[config.mk]
export PLATFORM = sky130hd
export DESIGN_NAME = rxst_resolver
export DESIGN_NICKNAME = d
export VERILOG_FILES = /design/src/rtl/rxst_pkg.sv /design/src/rtl/rxst_phy_norm.sv /design/src/rtl/rxst_prio.sv /design/src/rtl/rxst_skip_track.sv /design/src/rtl/rxst_resolver.sv
export SDC_FILE = /design/constraint.sdc
export NUM_CORES = 1
export LEC_CHECK = 0
export BUFFER_PORTS_ARGS = -buffer_cell sky130_fd_sc_hd__buf_2
export CAP_MARGIN = 0
export CORE_MARGIN = 2
export CORE_UTILIZATION = 38
export DETAILED_ROUTE_END_ITERATION = 12
export SYNTH_ARGS = -nofsm -noshare
export SYNTH_HDL_FRONTEND = slang
export SYNTH_SLANG_ARGS = --single-unit
[constraint.sdc]
create_clock -name clk -period 1.8 [get_ports clk]
set_clock_uncertainty 0.1 [all_clocks]
set_input_delay 0.09 -clock clk [delete_from_list [all_inputs] [get_ports clk]]
set_output_delay 0.09 -clock clk [all_outputs]
set_load 0.01 [all_outputs]
[src/rtl/rxst_pkg.sv]
package rxst_pkg;
  localparam int NUM_EV = 5;
  localparam int CODE_W = 3;

  typedef enum logic [2:0] {
    ST_DATA   = 3'b000,
    ST_SKADD  = 3'b001,
    ST_SKREM  = 3'b010,
    ST_RXDET  = 3'b011,
    ST_DECERR = 3'b100,
    ST_OVF    = 3'b101,
    ST_UNF    = 3'b110,
    ST_DISP   = 3'b111
  } rx_status_e;

  localparam logic [2:0] EV_BASE = ST_RXDET;
endpackage

[src/rtl/rxst_phy_norm.sv]
module rxst_phy_norm
  import rxst_pkg::*;
(
  input  logic              code_valid,
  input  logic [CODE_W-1:0] code_in,
  output logic [NUM_EV-1:0] ev_out
);
  always_comb begin
    ev_out = '0;
    if (code_valid) begin
      unique case (rx_status_e'(code_in))
        ST_RXDET:  ev_out[0] = 1'b1;
        ST_DECERR: ev_out[1] = 1'b1;
        ST_OVF:    ev_out[2] = 1'b1;
        ST_UNF:    ev_out[3] = 1'b1;
        ST_DISP:   ev_out[4] = 1'b1;
        default:   ev_out = '0;  // data, skip add, skip remove: no event
      endcase
    end
  end
endmodule

[src/rtl/rxst_prio.sv]
module rxst_prio
  import rxst_pkg::*;
(
  input  logic [NUM_EV-1:0] flags,
  output logic [CODE_W-1:0] code
);
  // Lowest index wins; scan from the bottom priority upward.
  always_comb begin
    code = ST_DATA;
    for (int i = NUM_EV - 1; i >= 0; i--) begin
      if (flags[i]) code = EV_BASE + CODE_W'(i);
    end
  end
endmodule

[src/rtl/rxst_skip_track.sv]
module rxst_skip_track #(
  parameter int          CNT_W     = 4,
  parameter int          STD_SKIPS = 3,
  parameter logic [7:0]  COM_SYM   = 8'hBC,
  parameter logic [7:0]  SKP_SYM   = 8'h1C
) (
  input  logic             clk,
  input  logic             rst,
  input  logic             sym_valid,
  input  logic [7:0]       sym_data,
  input  logic             sym_is_k,
  output logic             rep_valid,
  output logic [CNT_W-1:0] rep_cnt,
  output logic             rep_added,
  output logic             rep_removed
);
  localparam logic [CNT_W-1:0] CNT_MAX = {CNT_W{1'b1}};
  localparam logic [CNT_W-1:0] CNT_STD = CNT_W'(STD_SKIPS);

  typedef enum logic {SK_IDLE, SK_IN_SET} sk_state_e;

  sk_state_e        state;
  logic [CNT_W-1:0] cnt;
  logic             is_com, is_skp;

  assign is_com = sym_is_k && (sym_data == COM_SYM);
  assign is_skp = sym_is_k && (sym_data == SKP_SYM);

  always_ff @(posedge clk) begin
    if (rst) begin
      state       <= SK_IDLE;
      cnt         <= '0;
      rep_valid   <= 1'b0;
      rep_cnt     <= '0;
      rep_added   <= 1'b0;
      rep_removed <= 1'b0;
    end else begin
      rep_valid   <= 1'b0;
      rep_added   <= 1'b0;
      rep_removed <= 1'b0;
      if (sym_valid) begin
        unique case (state)
          SK_IDLE: begin
            if (is_com) begin
              state <= SK_IN_SET;
              cnt   <= '0;
            end
          end
          SK_IN_SET: begin
            if (is_skp) begin
              if (cnt != CNT_MAX) cnt <= cnt + 1'b1;
            end else begin
              if (cnt != '0) begin
                rep_valid   <= 1'b1;
                rep_cnt     <= cnt;
                rep_added   <= (cnt > CNT_STD);
                rep_removed <= (cnt < CNT_STD);
              end
              cnt   <= '0;
              state <= is_com ? SK_IN_SET : SK_IDLE;
            end
          end
          default: state <= SK_IDLE;
        endcase
      end
    end
  end

  AST_FLAGS_EXCLUSIVE: assert property (@(posedge clk) disable iff (rst)
    !(rep_added && rep_removed));
  AST_FLAG_NEEDS_STROBE: assert property (@(posedge clk) disable iff (rst)
    (rep_added || rep_removed) |-> rep_valid);
  AST_STROBE_SINGLE: assert property (@(posedge clk) disable iff (rst)
    rep_valid |=> !rep_valid);
  AST_NO_EMPTY_REPORT: assert property (@(posedge clk) disable iff (rst)
    rep_valid |-> (rep_cnt != '0));
  AST_IDLE_SYMBOL_INERT: assert property (@(posedge clk) disable iff (rst)
    !sym_valid |=> !rep_valid);
endmodule

[src/rtl/rxst_resolver.sv]
module rxst_resolver
  import rxst_pkg::*;
#(
  parameter int CNT_W     = 4,
  parameter int STD_SKIPS = 3
) (
  input  logic             clk,
  input  logic             rst,
  input  logic [4:0]       ev_flags,
  input  logic             phy_status_valid,
  input  logic [2:0]       phy_status,
  input  logic             sym_valid,
  output logic             sym_ready,
  input  logic [7:0]       sym_data,
  input  logic             sym_is_k,
  output logic [2:0]       rx_status,
  output logic [2:0]       last_err,
  output logic             skip_cnt_valid,
  output logic [CNT_W-1:0] skip_cnt,
  output logic             skip_added,
  output logic             skip_removed
);
  logic [NUM_EV-1:0] phy_ev, all_ev;
  logic [CODE_W-1:0] resolved;

  assign sym_ready = 1'b1;

  rxst_phy_norm u_norm (
    .code_valid (phy_status_valid),
    .code_in    (phy_status),
    .ev_out     (phy_ev)
  );

  assign all_ev = ev_flags | phy_ev;

  rxst_prio u_prio (
    .flags (all_ev),
    .code  (resolved)
  );

  always_ff @(posedge clk) begin
    if (rst) begin
      rx_status <= ST_DATA;
      last_err  <= ST_DATA;
    end else begin
      rx_status <= resolved;
      if (resolved != ST_DATA) last_err <= resolved;
    end
  end

  rxst_skip_track #(
    .CNT_W     (CNT_W),
    .STD_SKIPS (STD_SKIPS)
  ) u_skip (
    .clk         (clk),
    .rst         (rst),
    .sym_valid   (sym_valid),
    .sym_data    (sym_data),
    .sym_is_k    (sym_is_k),
    .rep_valid   (skip_cnt_valid),
    .rep_cnt     (skip_cnt),
    .rep_added   (skip_added),
    .rep_removed (skip_removed)
  );

  AST_RXDET_WINS: assert property (@(posedge clk) disable iff (rst)
    ev_flags[0] |=> (rx_status == ST_RXDET));
  AST_NO_SKIP_CODES: assert property (@(posedge clk) disable iff (rst)
    (rx_status != ST_SKADD) && (rx_status != ST_SKREM));
  AST_QUIET_IS_DATA: assert property (@(posedge clk) disable iff (rst)
    (ev_flags == '0 && !phy_status_valid) |=> (rx_status == ST_DATA));
  AST_LAST_ERR_HOLD: assert property (@(posedge clk) disable iff (rst)
    (rx_status == ST_DATA) |-> $stable(last_err));
  AST_LAST_ERR_TRACK: assert property (@(posedge clk) disable iff (rst)
    (rx_status != ST_DATA) |-> (last_err == rx_status));
  AST_ALWAYS_READY: assert property (@(posedge clk) disable iff (rst)
    sym_ready);
endmodule

# After elaboration in Yosys (flattened, before gate mapping)
# Cells that the tools add are included.
[totals]
regBits = 18
in_bits = 21
out_inout_bits = 14
word_cells = 53
[op_classes]
addsub = 1
n_lt_le_gt_ge = 2
n_eq_ne = 10
n_mux = 19
bitwise = 5
n_reduce_logical = 8
[op_table]
columns = ["operator", "count"]
rows = [
  ["$mux 3", 5],
  ["$eq 3x3->1 const B", 4],
  ["$mux 4", 3],
  ["$eq 8x5->1 const B", 1],
  ["$eq 8x8->1 const B", 1],
  ["$mux 1", 8],
  ["$pmux 4 s2", 1],
  ["$mux 5", 1],
  ["$or 5x5->5", 1],
  ["$reduce_or 5->1", 1],
  ["$add 4x1->4 const B", 1],
  ["$gt 4x2->1 const B", 1],
  ["$lt 4x2->1 const B", 1],
  ["$ne 4x4->1 const B", 1],
  ["$not 1->1", 4],
  ["$reduce_and 4->1", 1],
  ["$reduce_bool 4->1", 1],
  ["$reduce_or 4->1", 1],
  ["$eq 3x2->1 const B", 1],
  ["$ne 3x3->1 const B", 1],
  ["$reduce_and 3->1", 1],
  ["$reduce_bool 3->1", 1],
  ["$logic_and 1x1->1", 2],
  ["$ne 2x1->1 const B", 1],
  ["$pmux 1 s2", 1],
]

# Depth between registers and ports, before layout
# Gate-level depths: netlist (run 1).
[logic_depth]
ltp_word = 10
ltp_mapped = 5
ltp_nobuf = 5

# Hierarchy
# From an unflattened synthesis (run 1), not the netlist that was laid out.
[unflattened]
cells_unflattened = 101
hier_area_um2 = 945.9
[modules_own_cells]
columns = ["module", "n_inst", "cells_per_inst", "area_per_inst_um2", "seq_area_each_um2"]
rows = [
  ["rxst_skip_track", 1, 66, 621.8, 240.2],
  ["rxst_resolver", 1, 22, 226.5, 120.1],
  ["rxst_phy_norm", 1, 5, 56.3, 0.0],
  ["rxst_prio", 1, 8, 41.3, 0.0],
]

# Worst setup path after synthesis (run 1)
# Ideal clock, no wire load.
[synth_timing]
path_kind = "reg-to-reg"
startpoint = "reg u_skip.cnt[0]"
endpoint = "reg u_skip.cnt[0]"
arrival_ns = 1.109
required_ns = 1.629
setup_slack_ns = 0.520
path_stages_with_launch = 6
n_path_buf = 0
period_less_slack_ns = 1.280
path_cell_list = "dfxtp_1 ha_1 nand4_1 nor4_1 o21ai_1 a21oi_1"
[synth_via]
elab_chain_cells = 4
elab_cells_between_ends = 7
classes_between = "add/sub (1); eq/ne (2); mux (3); reduce/logical (1)"
[synth_lines]
columns = ["item", "line_no", "text"]
rows = [
  ["start, declared", "rxst_skip_track.sv:23", "logic [CNT_W-1:0] cnt;"],
  ["start signal, assigned", "rxst_skip_track.sv:51", "if (cnt != CNT_MAX) cnt <= cnt + 1'b1;"],
  ["$add 4x1->4", "rxst_skip_track.sv:51", ""],
  ["$mux 4", "rxst_skip_track.sv:51", ""],
  ["$mux 4", "rxst_skip_track.sv:50", "if (is_skp) begin"],
  ["$pmux 4 s2", "rxst_skip_track.sv:42", "unique case (state)"],
]
# Several ways; a longest one is shown, not always the timed one. The select of a mux whose other input is x is not followed.
# A chain may end at the register's enable or synchronous reset.

# Worst setup path after layout (run 1)
[layout_timing]
startpoint = "reg u_skip.cnt[1]"
endpoint = "reg u_skip.cnt[1]"
# The elaborated chain is that of the path after synthesis.

==> results of run 1 <==
-- kinds of logic after synthesis --
logic type / count (synthesis) / synth area share
adder cells (fa/ha/maj): 2 / 0.0278
flip-flops: 18 / 0.401
AND/OR/NAND/NOR: 40 / 0.253
AO/OA/AOI/OAI: 27 / 0.242
other: 1 / 0.00417
multiplexers: 2 / 0.0223
buffers and inverters: 10 / 0.0501
-- power by group through the flow --
stage | clock (W) | sequential [W] | combinational, W
2_1_floorplan | 0 | 0.000426 | 0.0000421
3_3_place_gp | 0 | 0.000420 | 0.0000859
3_5_place_dp | 0 | 0.000421 | 0.0000882
4_1_cts | 0.000252 | 0.000411 | 0.0000884
5_1_grt | 0.000270 | 0.000412 | 0.0000977
6_report | 0.000242 | 0.000411 | 0.0000877
-- metal layers --
metal / routed length [microns] / vias to the layer above / GRT usage / part of all wire
met2: 761 / 32 / 0.229 / 0.42
met5: 0 / - / 0 / 0
met3: 139 / 4 / 0.0343 / 0.078
met1: 851 / 377 / 0.187 / 0.47
li1: - / 433 / - / -
met4: 39 / 0 / 0.0769 / 0.022
-- final cells by class --
type                            count  area (sq um)
Tap cell                           28          35.0
Timing Repair Buffer               33           165
Clock buffer                        4          36.3
Fill cell                         229          1120
Sequential cell                    18           360
Multi-Input combinational cell     72           494
Inverter                            6          22.5
-- sequential cells by signal, summed over array words and instances (netlist names) --
register and flops:
rx_status 3, u_skip.rep_cnt 4, u_skip.state 1, u_skip.cnt 4, last_err 3, u_skip.rep_removed 1
u_skip.rep_added 1, u_skip.rep_valid 1
-- path summary, 6_finish.rpt --
kind	to	slack (ps)	cells after the start
worst max-delay path	u_skip.cnt[1]$_SDFFE_PP0P_	300	5
worst max register to register	u_skip.cnt[1]$_SDFFE_PP0P_	300	5
worst min-delay path	last_err[0]$_SDFFE_PP0P_	30	4
worst min register to register	last_err[0]$_SDFFE_PP0P_	360	2
-- critical path, cell delays in order, from the launching register on --
cell and delay, ps:
dfxtp_1 420, ha_1 280, nand4_1 120, nor4_1 290, o21ai_1 90, a21oi_1 130
-- synthesized netlist by cell type (all sizes together), types with 2 or more instances --
| master | instances |
|---|---|
| nand3b | 3 |
| o31ai | 2 |
| nor3 | 7 |
| a31o | 2 |
| dfxtp | 18 |
| buf | 2 |
| inv | 6 |
| clkbuf | 2 |
| and3 | 4 |
| nor2 | 6 |
| mux2i | 2 |
| o32ai | 2 |
| o21ai | 2 |
| a21oi | 8 |
| ha | 2 |
| nand2b | 6 |
| nand3 | 5 |
| a31oi | 3 |
| nand2 | 4 |
-- through the flow --
step	cells	instance area (sq um)	total power, W
after global placement	157	1080	0.000506
after floorplan	100	900	0.000468
after detailed placement	157	1080	0.000509
final	161	1110	0.000741
after CTS	161	1110	0.000752
after global routing	161	1110	0.000779
==> summary by stage, run 1 <==
Status
The run finished with clean final reports.

Timing
The final hold violation count is 0. The max-slew violation total from the final report was 0. On the final layout, the worst hold slack is 34.8 ps. The fraction of the cycle the final worst path needs is 0.832. After layout, the minimum clock period comes to roughly 1500 ps. Setup repair after global routing left no endpoint under its margin. For the final routed database, the setup TNS stands at 0 ps. The number of failing setup endpoints in the final timing report is 0. Once routing completed, OpenROAD measured the worst setup slack at between 300 and 400 ps.

Static timing analysis puts the maximum clock frequency at about 0.67 GHz.

Placed design
The HPWL reported at the end of detailed placement is roughly 1400 microns. In this run the tool buffered the top-level ports with 33 buffer cells. The global placer's final weighted congestion is ~0.81. Prior to clock tree synthesis, the placed netlist has a worst setup slack of 262 ps.

Clock network
CTS placed an instance of clkbuf_4 at the clock tree root. In this run the number of H-tree levels came out at 1. The maximum root-to-sink buffer count is 2.

TritonCTS built the clock tree. Clock-pin slew was measured on the worst setup and hold paths at about 100 ps. The count of buffers added by post-CTS timing repair for setup is 0. TritonCTS created 3 clock buffers. The hold buffer count at cts is 0.

The number of sinks handled by clock tree synthesis is 18. The insertion delay of the later-clocked pin in the worst-skew pair is around 290 ps. After clock tree synthesis, the repair step resized 0 gates.

Logic synthesis
Ranked by total cell area, the synthesized netlist is headed by dfxtp_1 40%, nand2b_1 4.2%, a21oi_1 3.9%. The share of the yosys chip area belonging to registers is 0.401. The synthesized design contains 18 register bits.

The netlist area before placement is approximately 900 sq um. The area share of the largest cell type after synthesis is 0.401. Counting flops with a built-in enable in the synthesized netlist gives 0. The largest area contributor in the netlist is dfxtp_1.

The number of warnings reported in the yosys synthesis log is 0. Each instance of the synthesized netlist takes up on average 9.00 sq um. The post-synthesis async set-or-reset flop share is 0. The post-synthesis cell count is 100. The number of distinct library cells after synthesis is 36. The net count of the mapped netlist is 123. The most common flop cell mapped by yosys is dfxtp_1.

Worst setup path
The critical path capture point type is a register. The endpoint arrival time on the critical path is roughly 1600 ps. The critical path in this run is classified as register to register.

The worst setup path is launched from a register. In this run the worst path has a maximum fanout of 6. The endpoint required time on the critical path is 1930 ps.

The startpoint identified for the worst register-to-register timing path is u_skip.cnt[1]$_SDFFE_PP0P_. The launching element of the worst setup path is u_skip.cnt[1]$_SDFFE_PP0P_.

Routing
The total via count in the routed design is between 800 and 900. The number of search-and-repair iterations in the first detailed-routing pass is 4. The wire length per cell is between 10 and 15 microns. The first routing iteration left 21 violations. The detail-routed via count per cell is roughly 5.3.

The number of design rule violations left after detail routing is 0. The wire length reported by the detailed router is between 1500 and 2000 microns. The remaining antenna violation count after routing is 0.

Worst hold path
The worst hold path begins at ev_flags[1]. The worst hold path belongs to the class input port to register.

Floorplan
35 I/O pins were placed. The placeable core region is 0.00223 sq mm. For this configuration, the core starts out at a cell density of 0.403. The die is approximately 53 microns tall.

The width of the die is around 53 microns. The die covers roughly 0.0028 sq mm. The standard-cell row count is 17.

Finish
For this run, the share of the core covered by cells in the final layout is 0.499. The top cell types in the final layout, fill and taps aside, are 33 x buf_2, 18 x dfxtp_1, 7 x a21oi_1. In the final design database the tool counted between 150 and 200 nets.

Leaving out fill and tap cells, the most frequent cell in the layout is buf_2. The fraction of layout instances using a drive strength above 1 is 0.323. The number of inserted diodes is 0. From synthesis to final layout, the design area changed by 23.8%.

Global routing
The number of antenna violations at the first check in global routing is 0. Entering global routing, the biggest net connects 22 pins. The global routing usage summed across all routing layers is 0.147. The aggregate global routing overflow is 0. The global-route wire length before repair is 3010 microns. The number of global-route vias before repair was between 700 and 800.

Pwr
The share of power burned in the clock network is 0.327. The proportion of total power due to net switching is 0.229. For this design the total switching power over the nets is 0.000169 W. The internal power of the cells totals between 0.0005 and 0.0006 W. The sequential power share is 0.555.

The static power due to leakage is between 0.4 and 0.5 nW. The worst-case IR drop observed on VDD is around 0.33 mV. In this run the power density over the cells is about 670 mW/mm^2. The combinational group share of total power is 0.118.

Job
The number of max-cap violations is 0.
Power figures use the tool's default switching activity.
==> inputs of run 2 (changes only) <==
--- a/config.mk
+++ b/config.mk
@@ -10,6 +10,7 @@
 export CORE_MARGIN = 2
 export CORE_UTILIZATION = 38
 export DETAILED_ROUTE_END_ITERATION = 12
+export PLACE_DENSITY = 0.67
 export SYNTH_ARGS = -nofsm -noshare
 export SYNTH_HDL_FRONTEND = slang
 export SYNTH_SLANG_ARGS = --single-unit
==> constraint.sdc (replaced) <==
create_clock -name clk -period 1.3 [get_ports clk]
set_clock_uncertainty 0.1 [all_clocks]
set_input_delay 0.065 -clock clk [delete_from_list [all_inputs] [get_ports clk]]
set_output_delay 0.065 -clock clk [all_outputs]
set_load 0.01 [all_outputs]
==> run 2 against run 1 <==
Net effect: first-iteration DRC count down 9.5%; combinational power rose by 45%; cell area up 9.9%; non-clock buffer count increased by 8; fmax grew 19%; power is 31% higher; sequential power grew 37%; cell count rose by 4.3%; die area unchanged; global-route usage fell by 0.24 points; highest routed layer unchanged.
==> summary by stage, run 2 (synthesized netlist as in run 1, its figures left out) <==
Status
The run finished with clean final reports.

Clock network
The count of buffers added by post-CTS timing repair for setup is 0. In this run the deepest clock path goes through 2 buffers. In this run the number of H-tree levels came out at 1. The clock net in this run drives a total of 18 sinks. The clock transition at the register clock pins on the worst setup and hold paths after CTS is 100 ps.

Counting the buffers created by CTS gives 3. The insertion delay of the later-clocked pin in the worst-skew pair is 300 ps. Clock tree synthesis selected as its root buffer the cell clkbuf_4.

Hold repair after CTS inserted 0 buffers. The TritonCTS clock tree is done.

Routing
The count of routing violations after the opening detailed-route iteration is 19. Detailed routing inserted a total of just under 900 vias. The number of design rule violations left after detail routing is 0.

In the routed layout, each cell is associated on average with a via count of between 5 and 6. For this block, the routed nets add up to about 2000 microns of wire. For this run, the detailed router's first-pass iteration total came to 4. The wire length per cell is about 12 microns. In this run the remaining antenna-violating nets after routing total 0.

Pwr
The peak supply drop is 0.742 mV. Summed over all cells, the static leakage comes to about 0.50 nW. The power per cell area is between 700 and 800 mW/mm^2.

Worst setup path
The endpoint of the lowest-slack register-to-register path is u_skip.cnt[1]$_SDFFE_PP0P_. The nature of the critical path startpoint is a register. The worst register-to-register path begins at u_skip.cnt[0]$_SDFFE_PP0P_. The kind of critical path is register to register.

The critical path capture point type is a register. Of all nets on the critical path, the largest fanout is 4. The launching element of the worst setup path is u_skip.cnt[0]$_SDFFE_PP0P_. The length in cells of the worst reg-to-reg path is 5. The slack of the worst reg-to-reg path is roughly 40 ps. The endpoint required time on the critical path is about 1400 ps. For the worst setup path, the data arrival time is between 1000 and 1500 ps.

Timing
Setup violations remaining at the end of the flow were counted as 0. The max-slew violation total from the final report came to 0. The worst path needs approximately 1300 ps of the cycle, external delays included.

The tightest hold path in the finished design has a slack of 36.8 ps. Dividing the final minimum period by the clock period gives 0.969. Setup repair after global routing could not meet its margin everywhere. The upper clock frequency limit is approximately 0.79 GHz. The final hold violation count is 0.

Floorplan
Measured along the x axis, the die boundary spans 52.7 microns. The floorplan step defined a core boundary enclosing roughly 0.0022 sq mm. The floorplan has 17 rows.

The floorplan step defined a die boundary enclosing between 0.002 and 0.003 sq mm. 35 I/O pins were placed. The initial core utilization is 0.403. The die outline height is around 53 microns.

Finish
The net count of the finished layout is 165. The fraction of layout instances using a drive strength above 1 is 0.429. The area used by multi-input combinational logic is 543 sq um.

After filler insertion, the fill cell instance count of the layout stands at between 200 and 250. In the final layout, flip-flops and latches occupy 372 sq um. In the final layout, the registers with the most flip-flops are u_skip.cnt (4), u_skip.rep_cnt (4).

The area growth from synthesis to layout is 36.0%. Leaving out fill and tap cells, the most frequent cell in the layout is buf_2. The number of antenna diodes in the final layout is 0.

Leaving out fill and tap cells, the most frequent cells in the layout are 33 x buf_2, 13 x dfxtp_1, 7 x a21oi_1, 7 x buf_4. Measured on the finished design, the core utilization comes to 0.548.

Worst hold path
The endpoint with the worst hold slack is u_skip.state$_SDFFE_PP0P_. The number of instances on the worst hold path is 2. The class of the tightest hold or removal check is input port to register. The worst min-delay path startpoint is rst.

Global routing
The first global-routing pass estimated between 2000 and 3000 microns of wire. The number of global-route vias before repair is 740. The largest net degree at the start of global routing is 22. In the global route stage, overall resource usage came out at 0.145. For this run the aggregate overflow at the end of global routing stands at 0.

The number of antenna violations at the first check in global routing is 0.

Placed design
The HPWL after detailed placement is approximately 1500 microns. The global placer's final weighted congestion is approximately 0.90. The total of buffers placed on input and output ports is 33.

Job
The number of max-cap violations is 0.
[run 2: changes by cell type in the layout (fill, tap and decap cells not counted), sizes merged]
cell | previous run | this run
buf | 33 | 41
clkbuf | 4 | 3
[run 2: through the flow]
step	total power [W]	setup TNS, ps	setup WS, ps	instance area [sq um]	cells
3_5_place_dp	0.000709	-152	-49.1	1140	165
2_1_floorplan	0.000648	0	20.3	900	100
6_report	0.000968	0	40.4	1220	168
5_1_grt	0.00102	-60.3	-43.4	1220	168
4_1_cts	0.000980	0	0.910	1190	168
3_3_place_gp	0.000705	-116	-34.0	1140	165
[run 2: layout make-up]
cell class | count | share of cell area
Tap cell | 28 | 0.0286
Sequential cell | 18 | 0.304
Multi-Input combinational cell | 72 | 0.444
Clock buffer | 3 | 0.0184
Inverter | 6 | 0.0184
Timing Repair Buffer | 41 | 0.187
[run 2: worst max-delay path, cell delays in order, from the launching register on]
cell	delay (ps)
dfxtp_4	390
ha_4	140
nand4_1	120
nor4_2	210
o21ai_1	100
a21oi_1	150
[run 2: worst max-delay path by stage]
stage,to,slack [ps],cells past startpoint
finish,u_skip.cnt[1]$_SDFFE_PP0P_,40,5
floorplan,u_skip.cnt[0]$_SDFFE_PP0P_,20,5
global route,u_skip.cnt[1]$_SDFFE_PP0P_,-40,5
CTS,u_skip.cnt[1]$_SDFFE_PP0P_,0.9,5
detailed placement,u_skip.cnt[1]$_SDFFE_PP0P_,-50,5
global placement,u_skip.rep_cnt[0]$_SDFFE_PP0P_,-30,4
[run 2: where the power goes]
group	switching, W	internal [W]
clock network	0.000169	0.000108
logic	0.0000670	0.0000597
registers	0.00000440	0.000560
[run 2: what timing repair did]
item | CTS | global route
gates resized for setup | 5 | 11
pin swaps | 2 | 2
endpoints found under the hold margin | 0 | 0
setup endpoints to repair | 6 | 6
[run 2: metal layers]
metal,global-route usage,wire [microns],part of all wire,vias up
met2,0.273,997,0.51,30
met3,0.0600,142,0.073,3
met4,0.0256,15,0.0077,0
li1,-,-,-,454
met5,0,0,0,-
met1,0.149,803,0.41,399
==> inputs of run 3 (changes only) <==
==> constraint.sdc (replaced) <==
create_clock -name clk -period 1 [get_ports clk]
set_clock_uncertainty 0.1 [all_clocks]
set_input_delay 0.05 -clock clk [delete_from_list [all_inputs] [get_ports clk]]
set_output_delay 0.05 -clock clk [all_outputs]
set_load 0.01 [all_outputs]
==> run 3 against run 2 <==
Net effect: fmax fell by 3.9%; cell count is 8.3% higher; worst setup slack got worse by 350 ps; largest power group unchanged; sequential cell count unchanged; critical path type unchanged; clock power rose by 65%; register-to-register slack lost 350 ps; die area is the same; combinational power rose by 66%; power rose by 45%; first-iteration DRC count shrank 11%; the flow now finishes with violations (negative setup slack); non-clock buffer count rose by 13.
==> summary by stage, run 3 (synthesized netlist as in run 1, its figures left out) <==
Finish
For this run, the post-layout net count is 178. The area growth from synthesis to layout is 55.5%. Leaving out fill and tap cells, the most frequent cell in the layout is buf_2. Summing all non-filler instances in the final layout gives an area of 0.00140 sq mm. The repair_antennas step left the layout with diodes totalling 0. The fraction of layout instances using a drive strength above 1 is 0.494. For this run, the share of the core covered by cells in the final layout is 0.626. The largest registers in the layout are u_skip.cnt (4), u_skip.rep_cnt (4). Leaving out fill and tap cells, the most frequent cells in the layout are 33 x buf_2, 17 x buf_4, 13 x dfxtp_1, 7 x a21oi_1.

The number of fillers in the final layout is 200.

Floorplan
For this design the top-level I/O count stands at 35. The die outline height is between 50 and 60 microns. The initial core utilization is 0.403. The standard-cell row count is 17. In this run the horizontal extent of the chip is 52.7 microns. The placeable core region is roughly 0.0022 sq mm.

The floorplan step defined a die boundary enclosing approximately 0.0028 sq mm.

Pwr
Of the total power, the share spent switching nets is 0.247. The switching power summed over all nets is about 0.00035 W. The combinational group share of total power is 0.151. The share of total power dissipated in sequential elements is 0.523. The worst-case IR drop observed on VDD is 0.633 mV.

The share of power burned in the clock network is 0.327. The internal power summed over all cells is around 0.0011 W. The static power due to leakage is 0.614 nW.

Dividing total power by cell area gives a power density of ~1000 mW/mm^2.

Status
The flow ran to the end, but the final reports show violations. The final reports fail on negative setup slack.

Timing
The number of failing setup endpoints in the final timing report is 11. Dividing the final minimum period by the clock period gives 1.31. The clock period minus worst slack is between 1000 and 1500 ps. The final hold violation count was 0.

On the final layout, the worst hold slack is around 25 ps. Once routing completed, OpenROAD measured the worst setup slack at -310 ps. Setup repair after global routing could not meet its margin everywhere.

The upper clock frequency limit is ~0.76 GHz. The sum of negative setup slack is -1880 ps. The max-slew violation total from the final report is 0.

Worst setup path
The endpoint arrival time on the critical path is between 1000 and 1500 ps. STA classifies the critical path startpoint as a register. The critical path is of the register to register type. Along the worst path, the maximum fanout reaches 4. The endpoint required time on the critical path is around 1100 ps. The worst setup path is captured at a register.

Routing
The count of nets left with antenna violations once routing finished came out at 0. The wire length reported by the detailed router is between 2000 and 2500 microns. The number of search-and-repair iterations in the first detailed-routing pass is 4.

After detailed routing, the average wire length per cell comes to approximately 13 microns. The total via count in the routed design is 973. The first routing iteration left 17 violations. Dividing the detail-routed via count by the number of cells gives around 5.3.

The number of design rule violations left after detail routing is 0.

Global routing
The number of global-route vias before repair is 838. For this run, the total global-route usage over all layers was measured as 0.172. The number of antenna violations at the first check in global routing is 0. Entering global routing, the biggest net connects 11 pins.

After global routing the overflow that remains totals 0. The first global-routing pass estimated 3590 microns of wire.

Clock network
No sink is reached through more buffers than the 2 on the longest clock path. The clock transition at the register clock pins on the worst setup and hold paths after CTS is approximately 110 ps. The TritonCTS clock tree is done.

The number of sinks handled by clock tree synthesis is 18. The insertion delay of the later-clocked pin in the worst-skew pair is 300 ps. The clock root buffer is clkbuf_4. The number of clock buffers inserted by TritonCTS is 3. CTS built an H-tree with a depth of 1.

Placed design
Port buffering added 33 buffers. The cell area after placement is approximately 0.0013 sq mm. Routability-driven placement finished with a final weighted congestion of between 0.8 and 0.9. The HPWL after detailed placement is about 1700 microns.

Worst hold path
The class of the tightest hold or removal check is input port to register.

Job
The tool flagged a number of max-cap violations equal to 0.
run 3: changes by cell type in the layout (fill, tap and decap cells not counted), moves of 2 or more:
cell           before  now
dlygate4sd3_1       0    2
nor3_2              1    4
buf_4               7   17
nor3_1              6    2
run 3: routing by layer:
layer,routed length [microns],vias to the layer above,global-route usage
met1,950,449,0.224
met5,0,-,0
met3,146,5,0.0171
met2,1200,40,0.285
li1,-,479,-
met4,42,0,0.0769
run 3: power by group through the flow:
stage / Sequential (W) / Clock, W / Combinational [W]
6_report: 0.000732 / 0.000457 / 0.000211
5_1_grt: 0.000734 / 0.000487 / 0.000230
4_1_cts: 0.000732 / 0.000463 / 0.000204
3_5_place_dp: 0.000757 / 0 / 0.000192
3_3_place_gp: 0.000756 / 0 / 0.000187
2_1_floorplan: 0.000766 / 0 / 0.0000818
run 3: cell type report:
class | count | area (sq um) | area share
clock buffers | 4 | 36.3 | 0.0259
inverters | 6 | 22.5 | 0.0161
multi-input cells | 72 | 594 | 0.425
flip-flops and latches | 18 | 374 | 0.267
well taps | 28 | 35.0 | 0.0250
repair buffers | 54 | 337 | 0.241
run 3: worst paths after layout:
| check | startpoint | end | slack (ps) | cells past startpoint |
|---|---|---|---|---|
| worst max-delay path | u_skip.cnt[0]$_SDFFE_PP0P_ | u_skip.cnt[1]$_SDFFE_PP0P_ | -310 | 5 |
| worst min-delay path | rst | u_skip.rep_cnt[2]$_SDFFE_PP0P_ | 20 | 3 |
| worst max register to register | u_skip.cnt[0]$_SDFFE_PP0P_ | u_skip.cnt[1]$_SDFFE_PP0P_ | -310 | 5 |
| worst min register to register | last_err[0]$_SDFFE_PP0P_ | last_err[0]$_SDFFE_PP0P_ | 360 | 2 |
run 3: critical path, cell delays in order (launching register included):
cell	delay [ps]
dfxtp_4	390
ha_4	150
nand4_1	150
nor4_4	220
o21ai_1	110
a21oi_1	120
run 3: repair_timing:
| item | CTS | global route |
|---|---|---|
| hold buffers | 3 | 0 |
| hold endpoints to repair | 5 | 0 |
| buffers inserted | 1 | 1 |
| gates resized for setup | 6 | 9 |
| setup endpoints to repair | 11 | 12 |
| pin swaps | 3 | 3 |
run 3: per-stage QoR:
step | worst slack [ps] | power [W] | std cells
floorplan | -139 | 0.000848 | 100
global placement | -253 | 0.000943 | 173
detailed placement | -303 | 0.000949 | 173
CTS | -254 | 0.00140 | 181
global route | -387 | 0.00145 | 182
finish | -310 | 0.00140 | 182
